**src/rtl/rel_dispatch_pkg.sv**
```systemverilog
package rel_dispatch_pkg;
  localparam int DWORD_W      = 32;
  localparam int ENTRY_DWORDS = 8;
  localparam int ENTRY_W      = DWORD_W * ENTRY_DWORDS;

  localparam int NUM_CHIP_LISTS = 4;
  localparam int NUM_SW_RINGS   = 7;
  localparam int DEST_BUF   = 0;
  localparam int DEST_LINK0 = 1;
  localparam int DEST_FW    = DEST_LINK0 + NUM_CHIP_LISTS;
  localparam int DEST_SW0   = DEST_FW + 1;
  localparam int DEST_ERR   = DEST_SW0 + NUM_SW_RINGS;
  localparam int NUM_DEST   = DEST_ERR + 1;
  localparam int DEST_W     = $clog2(NUM_DEST);

  // field positions inside the flattened entry
  localparam int MGR_LSB   = DWORD_W + 8;
  localparam int MGR_W     = 4;
  localparam int TYPE_LSB  = 2 * DWORD_W + 6;
  localparam int TYPE_W    = 3;
  localparam int IERR_BIT  = 2 * DWORD_W + 31;
  localparam int ECODE_W   = 4;
  localparam int ECODE_LSB = ENTRY_W - ECODE_W;

  localparam logic [ECODE_W-1:0] ERR_BUF_TO_LINK = 4'd1;
  localparam logic [ECODE_W-1:0] ERR_LINK_TO_BUF = 4'd2;
  localparam logic [ECODE_W-1:0] ERR_BAD_MGR     = 4'd3;
  localparam logic [ECODE_W-1:0] ERR_BAD_TYPE    = 4'd4;

  typedef struct packed {
    logic load;
    logic drain;
  } ctlStrobes_t;
endpackage

```
**src/rtl/rel_dispatch_dp.sv**
```systemverilog
module rel_dispatch_dp
  import rel_dispatch_pkg::*;
(
  input  logic               clk,
  input  logic               rstN,
  input  ctlStrobes_t        strobes,
  input  logic [ENTRY_W-1:0] inEntry,
  output logic [ENTRY_W-1:0] heldEntry,
  output logic [DEST_W-1:0]  heldDest
);
  logic [MGR_W-1:0]   mgr;
  logic [TYPE_W-1:0]  typ;
  logic [DEST_W-1:0]  nextDest;
  logic [ECODE_W-1:0] errCode;
  logic               isErr;
  logic [ENTRY_W-1:0] rewritten;
  logic               isLinkType;
  logic [DEST_W-1:0]  chipIdx;

  assign mgr = inEntry[MGR_LSB +: MGR_W];
  assign typ = inEntry[TYPE_LSB +: TYPE_W];
  assign isLinkType = (typ == 3'd1) || (typ == 3'd2) || (typ == 3'd4);
  assign chipIdx = (mgr == 4'd12) ? DEST_W'(3) : DEST_W'(mgr - 4'd1);

  // joint decode of manager code and type
  always_comb begin
    nextDest = DEST_W'(DEST_ERR);
    errCode  = '0;
    isErr    = 1'b0;
    if (mgr > 4'd12) begin
      isErr   = 1'b1;
      errCode = ERR_BAD_MGR;
    end else if (mgr == 4'd4) begin
      nextDest = DEST_W'(DEST_FW);
    end else if (mgr >= 4'd5 && mgr <= 4'd11) begin
      nextDest = DEST_W'(DEST_SW0) + DEST_W'(mgr - 4'd5);
    end else if (typ == 3'd3) begin
      nextDest = DEST_W'(DEST_FW);
    end else if (typ > 3'd4) begin
      isErr   = 1'b1;
      errCode = ERR_BAD_TYPE;
    end else if (mgr == 4'd0) begin
      if (typ == 3'd0) nextDest = DEST_W'(DEST_BUF);
      else begin
        isErr   = 1'b1;
        errCode = ERR_LINK_TO_BUF;
      end
    end else begin
      if (isLinkType) nextDest = DEST_W'(DEST_LINK0) + chipIdx;
      else begin
        isErr   = 1'b1;
        errCode = ERR_BUF_TO_LINK;
      end
    end
  end

  always_comb begin
    rewritten = inEntry;
    rewritten[IERR_BIT] = isErr;
    if (isErr) rewritten[ECODE_LSB +: ECODE_W] = errCode;
  end

  always_ff @(posedge clk) begin
    if (!rstN) begin
      heldEntry <= '0;
      heldDest  <= '0;
    end else if (strobes.load) begin
      heldEntry <= rewritten;
      heldDest  <= nextDest;
    end
  end


  err_flag_chk: assert property (@(posedge clk) disable iff (!rstN)
    (heldDest == DEST_W'(DEST_ERR)) == heldEntry[IERR_BIT]);
endmodule

```
**src/rtl/rel_dispatch_ctl.sv**
```systemverilog
module rel_dispatch_ctl
  import rel_dispatch_pkg::*;
(
  input  logic                clk,
  input  logic                rstN,
  input  logic                inValid,
  output logic                inReady,
  input  logic [NUM_DEST-1:0] outReady,
  input  logic [DEST_W-1:0]   heldDest,
  output logic [NUM_DEST-1:0] outValid,
  output ctlStrobes_t         strobes
);
  logic slotFull;
  logic selReady;

  assign selReady      = outReady[heldDest];
  assign strobes.drain = slotFull && selReady;
  assign inReady       = !slotFull || strobes.drain;
  assign strobes.load  = inValid && inReady;

  always_ff @(posedge clk) begin
    if (!rstN) slotFull <= 1'b0;
    else if (strobes.load) slotFull <= 1'b1;
    else if (strobes.drain) slotFull <= 1'b0;
  end

  for (genvar d = 0; d < NUM_DEST; d++) begin : g_valid
    assign outValid[d] = slotFull && (heldDest == DEST_W'(d));
  end


  onehot_valid_chk: assert property (@(posedge clk) disable iff (!rstN)
    $onehot0(outValid));


  stall_hold_chk: assert property (@(posedge clk) disable iff (!rstN)
    (slotFull && !selReady) |=> (outValid == $past(outValid)));


  accept_shows_chk: assert property (@(posedge clk) disable iff (!rstN)
    (inValid && inReady) |=> (outValid != '0));
endmodule

```
**src/rtl/rel_dispatch.sv**
```systemverilog
module rel_dispatch
  import rel_dispatch_pkg::*;
(
  input  logic                clk,
  input  logic                rstN,
  input  logic                inValid,
  output logic                inReady,
  input  logic [ENTRY_W-1:0]  inEntry,
  output logic [NUM_DEST-1:0] outValid,
  input  logic [NUM_DEST-1:0] outReady,
  output logic [ENTRY_W-1:0]  outEntry
);
  ctlStrobes_t       strobes;
  logic [DEST_W-1:0] heldDest;

  rel_dispatch_ctl u_ctl (
    .clk(clk), .rstN(rstN), .inValid(inValid), .inReady(inReady),
    .outReady(outReady), .heldDest(heldDest), .outValid(outValid),
    .strobes(strobes)
  );

  rel_dispatch_dp u_dp (
    .clk(clk), .rstN(rstN), .strobes(strobes), .inEntry(inEntry),
    .heldEntry(outEntry), .heldDest(heldDest)
  );


  stall_data_chk: assert property (@(posedge clk) disable iff (!rstN)
    ((outValid != '0) && ((outValid & outReady) == '0)) |=> $stable(outEntry));
endmodule

```
**config.mk**
```make
export PLATFORM = sky130hd
export DESIGN_NAME = rel_dispatch
export DESIGN_NICKNAME = d
export VERILOG_FILES = /design/src/rtl/rel_dispatch_pkg.sv /design/src/rtl/rel_dispatch_dp.sv /design/src/rtl/rel_dispatch_ctl.sv /design/src/rtl/rel_dispatch.sv
export SDC_FILE = /design/constraint.sdc
export NUM_CORES = 1
export LEC_CHECK = 0
export CORE_AREA = 2 2 213 215
export CTS_BUF_LIST = sky130_fd_sc_hd__clkbuf_16
export CTS_CLUSTER_SIZE = 24
export DETAILED_ROUTE_END_ITERATION = 7
export DIE_AREA = 0 0 215 217
export HOLD_SLACK_MARGIN = 0.15
export PLACE_DENSITY_LB_ADDON = 0.2
export RECOVER_POWER = 25
export REMOVE_ABC_BUFFERS = 1
export SETUP_SLACK_MARGIN = 0.05
export SKIP_LAST_GASP = 1
export SLEW_MARGIN = 20
export SYNTH_ARGS = -nofsm -noshare
export SYNTH_HDL_FRONTEND = slang
export SYNTH_SLANG_ARGS = --single-unit
```
**constraint.sdc**
```tcl
create_clock -name clk -period 2.57 [get_ports clk]
set_input_delay 0.514 -clock clk [delete_from_list [all_inputs] [get_ports clk]]
set_output_delay 0.514 -clock clk [all_outputs]
set_load 0.005 [all_outputs]
```
==> results.toml <==
[detailed_routing]
antenna_violating_nets_post_route = 0
detail_route.first_pass.iterations = 4
drt_first_iter_violations = 433
dr_total_vias = 10300
viasPerCell = 4.24
drt-total-wl_um = 37700
routedWlPerCell_um = 15.6
detail_route.drc_violations = 0

[synth]
synth.lib_cells_used.distinct = 41
avgSynthCellArea_um2 = 8.31
synth-warning-count = 0
portion_of_the_post_synthesis_area_used_by_sequential_elements_pct = 50.6
synthArstFlopShare_pct = 0
synth-main-ff-cell = "sky130_fd_sc_hd__dfxtp_1"
synthCells = 1243
synthesis.area_um2 = 10300
synth_enable_flop_cells = 0
synth-seq-cells = 261

[worst_setup_path]
endpoint_kind = "primary output"
regToRegStartpoint = "u_dp.heldDest[0]$_SDFFE_PN0P_"
startpoint_type = "flop"
critPathArrivalTime_ns = 2.00
cp_num_buf_inv = 1
critical_path.top_delay_family = "multiplexers"
worstPathRequired_ns = 2.06
critPathMaxFanout = 4
timing.critical_path.from = "u_dp.heldDest[1]$_SDFFE_PN0P_"
critPathSlowestCell = "sky130_fd_sc_hd__mux4_2"
timing.setup.critical_path_class = "flop to primary output"
critical_path.max_stage_delay_ns = 0.49
timing.critical_path.cells = "mux4_2 > mux2_4 > nor2_4 > o21ai_2 > buf_2"

[die]
die_width_um = 215
boundaryPins = 544
core_region_area_um2 = 44700
fp.dieArea_um2 = 46700
start_util_pct = 23.1
dieHeight_um = 217
floorplan.rows = 78

[power_and_ir_drop]
maximum_vdd_ir_drop_mv = 0.498
leakage_nw = 7.17
design_power_total_w = 0.0106
power.density_cell_area_nw_per_um2 = 595

[global_routing]
gr-usage-all-layers_pct = 15.4
grt_first_pass_wirelength_um = 57600
remaining_overflow_grt = 0
grt_pass1_vias = 9962
grt_max_degree = 81
grt_antenna_before_repair = 0

[clock_network]
cts_htree_levels = 1
clk-insertion-delay-late_ns = 0.56
cts_hold_repair.buffers = 0
max-clock-path-buffers = 3
clockRootBuffer = "sky130_fd_sc_hd__clkbuf_16"
cts_tree = "done"
tritoncts.num_buffers = 31
path_clk_slew_ns = 0.06
total_number_of_clock_tree_sinks = 261

[place]
place.port_buffers = 542
finalWeightedCongestion = 0.857
place_inst = 2362
detailed_place_hpwl_um = 28000

[cells_and_area]
fill_cells = 4561
finish.utilization_pct = 40.0
flow.area_growth_from_synthesis_pct = 73.2
post_layout_nonfiller_instances = 2420
commonest_non_fill_non_tap_cell_in_the_layout = "sky130_fd_sc_hd__nand2_1"
nets_final = 2074
drive_gt1_share_pct = 7.58
antenna-diode-count = 0
mostFrequentLayoutCells = "sky130_fd_sc_hd__nand2_1, sky130_fd_sc_hd__clkdlybuf4s50_1, sky130_fd_sc_hd__dfxtp_1"

[timing]
fin_clk_skew_ns = 0.0127
report.final.hold_viol_count = 0
unrepaired_setup_endpoints_after_global_routing = "true"
achievable-frequency_mhz = 397
layout_min_cycle_time_ns = 2.52
timing.setup.tns_ns = 0
final_max_slew_viol_count = 0
timing.final.crit_share_pct = 97.9
worst_slew_margin_rel_pct = 58.0
worst_slew_pin_slew_ns = 0.629
setup_viol = 0

[job]
maxCapViolations = 0

[run_status]
status = "completed"

[hold_path]
worstHoldPathType = "primary input to flop"
hp-start = "rstN"
## registers in the layout (all words and copies together) (netlist names)
signal          flops
u_dp.heldDest       4
u_dp.heldEntry    256
u_ctl.slotFull      1
## per-layer routing
| layer | GRT usage [%] | part of all wire [%] | vias to the layer above |
|---|---|---|---|
| met5 | 0 | 0 | - |
| met4 | 3.22 | 1.5 | 0 |
| met3 | 4.78 | 7.8 | 36 |
| met2 | 27.3 | 49 | 322 |
| met1 | 18.2 | 41 | 4707 |
| li1 | - | - | 5189 |
## logic make-up (layout without fill, tap and decap cells)
logic type | count (synthesis) | in the layout | synth area share (%)
simple gates | 575 | 575 | 22.0
compound gates | 297 | 297 | 21.1
flops | 261 | 261 | 50.6
buf+inv | 99 | 676 | 4.76
mux | 6 | 6 | 0.957
fa+ha+maj | 4 | 4 | 0.485
xor+xnor | 1 | 1 | 0.0848
## cells in the mapped netlist, types with 5 or more instances
cell type / instances / area share, %
sky130_fd_sc_hd__a21boi_1: 100 / 7.3
sky130_fd_sc_hd__a21boi_0: 152 / 11
sky130_fd_sc_hd__nor2_1: 13 / 0.47
sky130_fd_sc_hd__a31oi_1: 6 / 0.36
sky130_fd_sc_hd__nand2b_1: 9 / 0.55
sky130_fd_sc_hd__nor2b_1: 5 / 0.30
sky130_fd_sc_hd__clkbuf_1: 56 / 2.0
sky130_fd_sc_hd__nand3_1: 6 / 0.29
sky130_fd_sc_hd__dfxtp_1: 261 / 51
sky130_fd_sc_hd__a21oi_1: 10 / 0.48
sky130_fd_sc_hd__buf_2: 27 / 1.3
sky130_fd_sc_hd__nand2_1: 514 / 19
sky130_fd_sc_hd__nor4_1: 6 / 0.36
sky130_fd_sc_hd__o21ai_0: 12 / 0.58
sky130_fd_sc_hd__nor3_1: 8 / 0.39
sky130_fd_sc_hd__buf_6: 11 / 1.2
## worst register-to-register path: cells and delay by family, from the launching register on
family / cells / cell delay (ns)
flip-flops: 1 / 0.35
multiplexers: 1 / 0.10
AND/OR/NAND/NOR: 2 / 0.41
AO/OA/AOI/OAI: 3 / 0.58
buffers and inverters: 4 / 0.76
## where the power goes
group / switching (W) / internal, W
combinational: 0.000890 / 0.00126
sequential: 0.000147 / 0.00435
clock: 0.00173 / 0.00226
total: 0.00277 / 0.00787
## repair_timing
action	CTS	global route
cloned	0	0
endpoints found under the setup margin	15	10
pin swaps	1	2
setup buffers	1	1
resized for setup	19	14
## layout make-up
cell class | instances | area (µm²) | share of cell area (%)
Inverter | 4 | 15.0 | 0.0839
Multi-Input combinational cell | 883 | 4680 | 26.2
Clock buffer | 31 | 776 | 4.34
Sequential cell | 261 | 5240 | 29.3
Timing Repair Buffer | 616 | 6290 | 35.2
Clock inverter | 25 | 134 | 0.749
Tap cell | 600 | 751 | 4.20
## worst paths after layout
check                                     end  slack, ns  cells after the start
max reg2reg  u_dp.heldEntry[172]$_SDFFE_PN0P_       0.28                     10
max                                   inReady       0.05                      5
min          u_dp.heldEntry[103]$_SDFFE_PN0P_       0.41                      2
min reg2reg    u_dp.heldEntry[1]$_SDFFE_PN0P_       0.45                      2
## per-stage QoR
step	hold slack, ns	area, µm²	setup WS, ns
4_1_cts	0.420	17800	-0.0331
3_3_place_gp	0.440	16900	-0.358
6_report	0.414	17900	0.0529
5_1_grt	0.432	17900	-0.0585
3_5_place_dp	0.444	16900	-0.311
2_1_floorplan	0.451	9850	-7.72
(Power assumes the default switching activity.)
